$ cat src/rtl/thermSeqPkg.sv
package thermSeqPkg;
  localparam logic [7:0] ADDR_STAT    = 8'h01;
  localparam logic [7:0] ADDR_MASK    = 8'h02;
  localparam logic [7:0] ADDR_CTRL    = 8'h50;
  localparam logic [7:0] ADDR_RESBASE = 8'h56;
  localparam int BIT_GO     = 0;
  localparam int BIT_PWR    = 5;
  localparam int BIT_ADCIRQ = 2;
  localparam logic [7:0] CHAN_FIELD = 8'h06;

  typedef enum logic [3:0] {
    OP_NONE, OP_RD_CTRL, OP_WR_EN, OP_WR_CHAN, OP_WR_GO, OP_RD_MASK,
    OP_WR_UNMASK, OP_RD_STAT, OP_WR_STAT, OP_WR_MASK, OP_RD_HI, OP_RD_LO,
    OP_WR_OFF
  } busOpT;

  typedef struct packed {
    busOpT op;
    logic  cntClr;
    logic  arm;
  } dpCtlT;
endpackage

$ cat src/rtl/thermSeqDatapath.sv
module thermSeqDatapath
  import thermSeqPkg::*;
#(
  parameter int unsigned SETTLE_CYC  = 5000,
  parameter int unsigned TIMEOUT_CYC = 100000000
) (
  input  logic        clk,
  input  logic        rstN,
  input  dpCtlT       ctl,
  input  logic [1:0]  chanIn,
  input  logic        busAck,
  input  logic [7:0]  busRdata,
  output logic [7:0]  busAddr,
  output logic [7:0]  busWdata,
  output logic        busWrite,
  output logic        settleDone,
  output logic        timeoutHit,
  output logic        adcStatHit,
  output logic [9:0]  rawCode
);
  localparam int unsigned CNT_MAX = (SETTLE_CYC > TIMEOUT_CYC) ? SETTLE_CYC : TIMEOUT_CYC;
  localparam int CW = $clog2(CNT_MAX + 1);

  logic [1:0]    chan;
  logic [7:0]    ctrlByte, maskByte, statByte, loByte;
  logic [1:0]    hiBits;
  logic [CW-1:0] cnt;
  logic [7:0]    resHiAddr;
  logic [7:0]    ctrlOn;

  assign resHiAddr = ADDR_RESBASE + {5'd0, chan - 2'd1, 1'b0};
  assign ctrlOn    = ctrlByte | (8'd1 << BIT_PWR);

  always_comb begin
    busAddr  = ADDR_CTRL;
    busWdata = 8'h00;
    busWrite = 1'b0;
    unique case (ctl.op)
      OP_WR_EN:     begin busWrite = 1'b1; busWdata = ctrlOn; end
      OP_WR_CHAN:   begin busWrite = 1'b1; busWdata = ctrlOn | {5'd0, chan, 1'b0}; end
      OP_WR_GO:     begin busWrite = 1'b1;
                          busWdata = ctrlOn | {5'd0, chan, 1'b0} | (8'd1 << BIT_GO); end
      OP_WR_OFF:    begin busWrite = 1'b1;
                          busWdata = ctrlByte & ~((8'd1 << BIT_PWR) | CHAN_FIELD); end
      OP_RD_MASK:   busAddr = ADDR_MASK;
      OP_WR_UNMASK: begin busAddr = ADDR_MASK; busWrite = 1'b1;
                          busWdata = maskByte & ~(8'd1 << BIT_ADCIRQ); end
      OP_WR_MASK:   begin busAddr = ADDR_MASK; busWrite = 1'b1;
                          busWdata = maskByte | (8'd1 << BIT_ADCIRQ); end
      OP_RD_STAT:   busAddr = ADDR_STAT;
      OP_WR_STAT:   begin busAddr = ADDR_STAT; busWrite = 1'b1; busWdata = statByte; end
      OP_RD_HI:     busAddr = resHiAddr;
      OP_RD_LO:     busAddr = resHiAddr + 8'd1;
      default:      ;
    endcase
  end

  always_ff @(posedge clk or negedge rstN) begin
    if (!rstN) begin
      chan     <= 2'd0;
      ctrlByte <= 8'h00;
      maskByte <= 8'h00;
      statByte <= 8'h00;
      hiBits   <= 2'd0;
      loByte   <= 8'h00;
    end else begin
      if (ctl.arm) begin
        chan   <= chanIn;
        hiBits <= 2'd0;
        loByte <= 8'h00;
      end
      if (busAck) begin
        unique case (ctl.op)
          OP_RD_CTRL: ctrlByte <= busRdata;
          OP_RD_MASK: maskByte <= busRdata;
          OP_RD_STAT: statByte <= busRdata;
          OP_RD_HI:   hiBits   <= busRdata[1:0];
          OP_RD_LO:   loByte   <= busRdata;
          default:    ;
        endcase
      end
    end
  end

  // Shared interval counter: cleared by control, saturates at its maximum.
  always_ff @(posedge clk or negedge rstN) begin
    if (!rstN)                         cnt <= '0;
    else if (ctl.cntClr)               cnt <= '0;
    else if (cnt != CW'(CNT_MAX))      cnt <= cnt + 1'b1;
  end

  assign settleDone = (cnt >= CW'(SETTLE_CYC));
  assign timeoutHit = (cnt >= CW'(TIMEOUT_CYC));
  assign adcStatHit = statByte[BIT_ADCIRQ];
  assign rawCode    = {hiBits, loByte};

  // no register access is ever issued for channel code 0
  assert_chan_nonzero_R13: assert property (@(posedge clk) disable iff (!rstN)
    (ctl.op != OP_NONE && !ctl.arm) |-> (chan != 2'd0));
endmodule

$ cat src/rtl/thermSeqControl.sv
module thermSeqControl
  import thermSeqPkg::*;
(
  input  logic       clk,
  input  logic       rstN,
  input  logic       startReq,
  input  logic [1:0] chanSel,
  input  logic       busReady,
  input  logic       busErr,
  input  logic       devIrq,
  input  logic       settleDone,
  input  logic       timeoutHit,
  input  logic       adcStatHit,
  output dpCtlT      ctl,
  output logic       busValid,
  output logic       busy,
  output logic       done,
  output logic       errFlag,
  output logic       timeoutFlag
);
  typedef enum logic [4:0] {
    S_IDLE, S_RD_CTRL0, S_WR_EN, S_WR_CHAN, S_SETTLE, S_WR_GO, S_RD_MASK0,
    S_WR_UNMASK, S_WAIT, S_RD_STAT, S_WR_STAT, S_RD_MASK1, S_WR_MASK,
    S_RD_HI, S_RD_LO, S_RD_CTRL1, S_WR_OFF
  } stateT;

  stateT state, nextState;
  logic  busAck;

  always_comb begin
    ctl.op = OP_NONE;
    unique case (state)
      S_RD_CTRL0, S_RD_CTRL1: ctl.op = OP_RD_CTRL;
      S_WR_EN:                ctl.op = OP_WR_EN;
      S_WR_CHAN:              ctl.op = OP_WR_CHAN;
      S_WR_GO:                ctl.op = OP_WR_GO;
      S_RD_MASK0, S_RD_MASK1: ctl.op = OP_RD_MASK;
      S_WR_UNMASK:            ctl.op = OP_WR_UNMASK;
      S_RD_STAT:              ctl.op = OP_RD_STAT;
      S_WR_STAT:              ctl.op = OP_WR_STAT;
      S_WR_MASK:              ctl.op = OP_WR_MASK;
      S_RD_HI:                ctl.op = OP_RD_HI;
      S_RD_LO:                ctl.op = OP_RD_LO;
      S_WR_OFF:               ctl.op = OP_WR_OFF;
      default:                ;
    endcase
  end

  assign busValid   = (ctl.op != OP_NONE);
  assign busAck     = busValid && busReady;
  assign ctl.arm    = (state == S_IDLE) && startReq && (chanSel != 2'd0);
  assign ctl.cntClr = busAck && (state == S_WR_CHAN || state == S_WR_UNMASK);
  assign busy       = (state != S_IDLE);

  always_comb begin
    nextState = state;
    unique case (state)
      S_IDLE:      if (ctl.arm) nextState = S_RD_CTRL0;
      S_SETTLE:    if (settleDone) nextState = S_WR_GO;
      S_WAIT:      if (devIrq) nextState = S_RD_STAT;
                   else if (timeoutHit) nextState = S_RD_MASK1;
      default:
        if (busAck) begin
          if (busErr) nextState = S_IDLE;
          else begin
            unique case (state)
              S_RD_CTRL0:  nextState = S_WR_EN;
              S_WR_EN:     nextState = S_WR_CHAN;
              S_WR_CHAN:   nextState = S_SETTLE;
              S_WR_GO:     nextState = S_RD_MASK0;
              S_RD_MASK0:  nextState = S_WR_UNMASK;
              S_WR_UNMASK: nextState = S_WAIT;
              S_RD_STAT:   nextState = S_WR_STAT;
              S_WR_STAT:   nextState = adcStatHit ? S_RD_MASK1 : S_WAIT;
              S_RD_MASK1:  nextState = S_WR_MASK;
              S_WR_MASK:   nextState = S_RD_HI;
              S_RD_HI:     nextState = S_RD_LO;
              S_RD_LO:     nextState = S_RD_CTRL1;
              S_RD_CTRL1:  nextState = S_WR_OFF;
              default:     nextState = S_IDLE;
            endcase
          end
        end
    endcase
  end

  always_ff @(posedge clk or negedge rstN) begin
    if (!rstN) begin
      state       <= S_IDLE;
      done        <= 1'b0;
      errFlag     <= 1'b0;
      timeoutFlag <= 1'b0;
    end else begin
      state <= nextState;
      done  <= 1'b0;
      if (state == S_IDLE && startReq) begin
        timeoutFlag <= 1'b0;
        errFlag     <= (chanSel == 2'd0);
        done        <= (chanSel == 2'd0);
      end
      if (busAck && busErr) begin
        errFlag <= 1'b1;
        done    <= 1'b1;
      end else if (busAck && state == S_WR_OFF) begin
        done <= 1'b1;
      end
      if (state == S_WAIT && !devIrq && timeoutHit) timeoutFlag <= 1'b1;
    end
  end

  // completion pulse only with the sequencer idle
  assert_done_idle_R11: assert property (@(posedge clk) disable iff (!rstN)
    done |-> !busy);
  // start write is requested only after the settle interval elapsed
  assert_settle_R4: assert property (@(posedge clk) disable iff (!rstN)
    $rose(state == S_WR_GO) |-> $past(settleDone));
  // timeout flag rises only from an expired wait without interrupt
  assert_timeout_R7: assert property (@(posedge clk) disable iff (!rstN)
    $rose(timeoutFlag) |-> $past(timeoutHit && !devIrq));
  // error flag rises from an error response or a rejected channel
  assert_err_src_R12: assert property (@(posedge clk) disable iff (!rstN)
    $rose(errFlag) |-> ($past(busReady && busErr && busValid) ||
                        $past(state == S_IDLE && startReq && chanSel == 2'd0)));
  // no request follows an error response
  assert_abort_R12: assert property (@(posedge clk) disable iff (!rstN)
    (busValid && busReady && busErr) |=> !busValid);
endmodule

$ cat src/rtl/thermConvSeq.sv
module thermConvSeq
  import thermSeqPkg::*;
#(
  parameter int unsigned CLK_HZ     = 100000000,
  parameter int unsigned SETTLE_US  = 50,
  parameter int unsigned TIMEOUT_MS = 1000
) (
  input  logic       clk,
  input  logic       rstN,
  input  logic       startReq,
  input  logic [1:0] chanSel,
  output logic       busy,
  output logic       done,
  output logic [9:0] rawCode,
  output logic       errFlag,
  output logic       timeoutFlag,
  output logic       busValid,
  output logic       busWrite,
  output logic [7:0] busAddr,
  output logic [7:0] busWdata,
  input  logic       busReady,
  input  logic [7:0] busRdata,
  input  logic       busErr,
  input  logic       devIrq
);
  localparam int unsigned SETTLE_CYC  = (CLK_HZ / 1000000) * SETTLE_US;
  localparam int unsigned TIMEOUT_CYC = (CLK_HZ / 1000) * TIMEOUT_MS;

  dpCtlT ctl;
  logic  settleDone, timeoutHit, adcStatHit;

  thermSeqControl ctrl_i (
    .clk(clk), .rstN(rstN), .startReq(startReq), .chanSel(chanSel),
    .busReady(busReady), .busErr(busErr), .devIrq(devIrq),
    .settleDone(settleDone), .timeoutHit(timeoutHit), .adcStatHit(adcStatHit),
    .ctl(ctl), .busValid(busValid), .busy(busy), .done(done),
    .errFlag(errFlag), .timeoutFlag(timeoutFlag)
  );

  thermSeqDatapath #(.SETTLE_CYC(SETTLE_CYC), .TIMEOUT_CYC(TIMEOUT_CYC)) dp_i (
    .clk(clk), .rstN(rstN), .ctl(ctl), .chanIn(chanSel),
    .busAck(busValid && busReady), .busRdata(busRdata),
    .busAddr(busAddr), .busWdata(busWdata), .busWrite(busWrite),
    .settleDone(settleDone), .timeoutHit(timeoutHit), .adcStatHit(adcStatHit),
    .rawCode(rawCode)
  );

  // a pending request holds its address, direction and data
  assert_req_hold_R2: assert property (@(posedge clk) disable iff (!rstN)
    (busValid && !busReady) |=> (busValid && $stable(busAddr) &&
                                 $stable(busWrite) && $stable(busWdata)));
endmodule

$ cat config.mk
export PLATFORM = sky130hd
export DESIGN_NAME = thermConvSeq
export DESIGN_NICKNAME = d
export VERILOG_FILES = /design/src/rtl/thermSeqPkg.sv /design/src/rtl/thermSeqDatapath.sv /design/src/rtl/thermSeqControl.sv /design/src/rtl/thermConvSeq.sv
export SDC_FILE = /design/constraint.sdc
export NUM_CORES = 1
export LEC_CHECK = 0
export CAP_MARGIN = 20
export CORE_MARGIN = 4
export CORE_UTILIZATION = 56
export DETAILED_ROUTE_END_ITERATION = 7
export GPL_TIMING_DRIVEN = 0
export PLACE_DENSITY_LB_ADDON = 0.1
export SLEW_MARGIN = 20
export SYNTH_ARGS = -nofsm -noshare
export SYNTH_HDL_FRONTEND = slang
export SYNTH_SLANG_ARGS = --single-unit
$ cat constraint.sdc
create_clock -name clk -period 2.77 [get_ports clk]
set_clock_uncertainty 0.05 [all_clocks]
set_input_delay 0.277 -clock clk [delete_from_list [all_inputs] [get_ports clk]]
set_output_delay 0.277 -clock clk [all_outputs]
set_load 0.03 [all_outputs]
==> metrics <==
status=finished, final reports clean; full die area=between 0.008 and 0.009 mm2; PD cells=between 1000 and 1500 mW/mm2; post-route ant nets=0; predominant post-synthesis flop cell=dfrtp_1; min Tclk post-route=2.63 ns; WL per Instance=17.9 um; Worst Max-Slew Pin Slew=0.809 ns; Flop pwr share=36.4%; yosys warns=0; VDD IR max=0.526 mV; switching pwr=a little over 0.002 W; internal power=0.00284 W; met3 Use GR=5.37%; Total GRT Usage=23.8%; clock-pin slew on the worst setup and hold paths=0.08 ns; Crit Reg-Reg Endpoint=dp_i.cnt[12]; vias in the first global route=3108; Comb pwr share=~44%; worst hold slack=0.296 ns; max_cap viols=0; Hold Fails Final Rpt=0; DRT Pass-1 Iters=4; Worst-Skew Late Latency=0.34 ns; CTS root buffer=clkbuf_8; clock buffer depth=2; DP Cell Count=519; sequential cell area fraction in the yosys report=roughly 45%; largest net degree at the start of global routing=53; CP startpoint kind=register; RSZ-0062 raised after global routing=no; R2R Setup Slk=0.32 ns; Remaining Overflow, GRT=0; # DRC=0; GP Congestion=0.921; Vias per Instance=6.03; Core ar.=~0.0065 mm2; Worst Path Max Fanout=10; P_leak=2.12 nW; met1 Use GR=34.7%; Synth Instances=just under 400; Avg Inst Size Synth=9.78 um2; EDFF count, synth=0; Chip Height=91.0 um; clk sink count=69; Yosys cell types=57; Clk pwr share=19.2%; Post-synth ARST share=100%; io pins=48; Switching Fraction=41.5%; busiest grt layer=met2; row count=29; layout overhead on the synthesized area=21.1%; min setup slack post-route=0.145 ns; Fmax=381 MHz; reg-to-reg startpoint=ctrl_i.state[3]; vias=roughly 3200; Min-Delay Path Class=primary input to async pin; setup TNS=0 ns; fin cells=535; first-pass GRT wire length=~16000 um; most common cell after layout, fill and taps aside=dfrtp_1; Port Buffers=45; Num CTS Buffers=9; CP arrival=2.30 ns; CTS H-tree lvls=3; antenna diode count=0; post-synthesis register bit count=69; CTS tree=built; drt initial violations=approximately 250; fin nets=472; Final Setup Violations=0; Max-slew headroom=46.1%; cells on worst reg2reg path=6; crit path kind=register to primary output; initial antenna violation count=0; post-synthesis cell area=0.00385 mm2; Filler cells=497; Place WS=-0.204 ns; Die X=91.0 um; commonest non-fill, non-tap cells in the layout=dfrtp_1, nor2_1, nand2_1; WL final=around 9600 um; Critical Path Start=ctrl_i.state[0]; CP required=2.44 ns; hpwl dp=6790 um; total chip power=0.00486 W; max-slew violations=0; met2 Usage GRT=37.0%; Initial Util=between 50% and 60%; fraction of layout cells with a size suffix above 1=18.6%; Crit. End Element=primary output; Tcrit/Tclk final=94.8%
-- cells by family after synthesis --
logic type / share of synthesized area, %
compound gates: 14.9
xor+xnor: 5.68
fa+ha+maj: 0.974
buf+inv: 3.34
flops: 44.8
mux: 8.38
other cells: 0.0973
simple gates: 21.8
-- sequential cells by signal (all words and copies together), names as in the netlist --
| name | cells |
|---|---|
| ctrl_i.done | 1 |
| ctrl_i.errFlag | 1 |
| dp_i.chan | 2 |
| dp_i.loByte | 8 |
| dp_i.statByte | 8 |
| ctrl_i.timeoutFlag | 1 |
| dp_i.maskByte | 7 |
| ctrl_i.state | 5 |
| dp_i.hiBits | 2 |
| dp_i.cnt | 27 |
| dp_i.ctrlByte | 7 |
-- synth_stat cells, drive strengths merged (4+ instances only) --
master	number	share of area (%)
clkbuf	10	0.97
a22oi	4	0.78
buf	11	1.7
nand3	18	2.3
nand2	35	3.4
nor3	8	1.7
dfrtp	69	45
mux2	26	7.6
nor3b	4	0.78
xor2	17	3.9
xnor2	8	1.8
o21ai	16	2.1
nor2	42	4.1
inv	6	0.58
a21oi	13	1.7
a21o	7	1.4
nor4	6	0.97
nor2b	13	2.1
a22o	12	2.7
nand2b	8	1.3
and3	8	1.3
nand4	8	1.3
-- routing by layer --
layer  routed length [um]  vias to the layer above
met1                 4610                     1591
met4                   55                        0
met2                 4440                       91
met3                  469                        7
met5                    0                        -
li1                     -                     1536
-- power by group through the flow --
stage	sequential (W)	clock [W]	combinational, W
floorplan	0.00170	0	0.00155
global placement	0.00175	0	0.00214
detailed placement	0.00177	0	0.00218
CTS	0.00176	0.000935	0.00217
global route	0.00182	0.000989	0.00236
finish	0.00177	0.000932	0.00216
-- how the worst max path moves through the flow --
| stage | to | slack, ns | cells past startpoint |
|---|---|---|---|
| finish | busWdata[5] | 0.14 | 6 |
| global route | busWdata[0] | 0.02 | 6 |
| CTS | busWrite | 0.002 | 6 |
| detailed placement | busWdata[2] | -0.20 | 7 |
| global placement | dp_i.loByte[4] | -0.90 | 1 |
| floorplan | busWdata[2] | 0.55 | 5 |
-- through the flow --
stage	utilization [%]	instance area, um2
4_1_cts	71.6	4680
5_1_grt	71.5	4670
3_3_place_gp	67.4	4400
3_5_place_dp	67.9	4430
2_1_floorplan	-	3860
6_report	71.5	4670
-- layout make-up --
cell class | count | area (um2) | area share [%]
multi-input cells | 298 | 2020 | 43.3
well taps | 77 | 96.3 | 2.06
flip-flops and latches | 69 | 1730 | 37.0
inverters | 7 | 26.3 | 0.563
repair buffers | 48 | 463 | 9.92
clock inverters | 6 | 86.3 | 1.85
plain buffers | 20 | 111 | 2.39
clock buffers | 10 | 138 | 2.95
-- repair_timing --
action                     CTS  global route
setup endpoints to repair   16            12
hold endpoints to repair    17             0
setup buffers                0             0
hold buffers                 1             0
gates resized for setup     24            21
-- critical path, stage by stage, from the launching register on --
cell and delay [ns]:
dfrtp_2 0.45, buf_2 0.23, buf_2 0.26, nand3_1 0.12
a211oi_2 0.34, a221o_1 0.16, dlygate4sd2_1 0.40
Note: power is estimated with default switching activity, not from simulation.
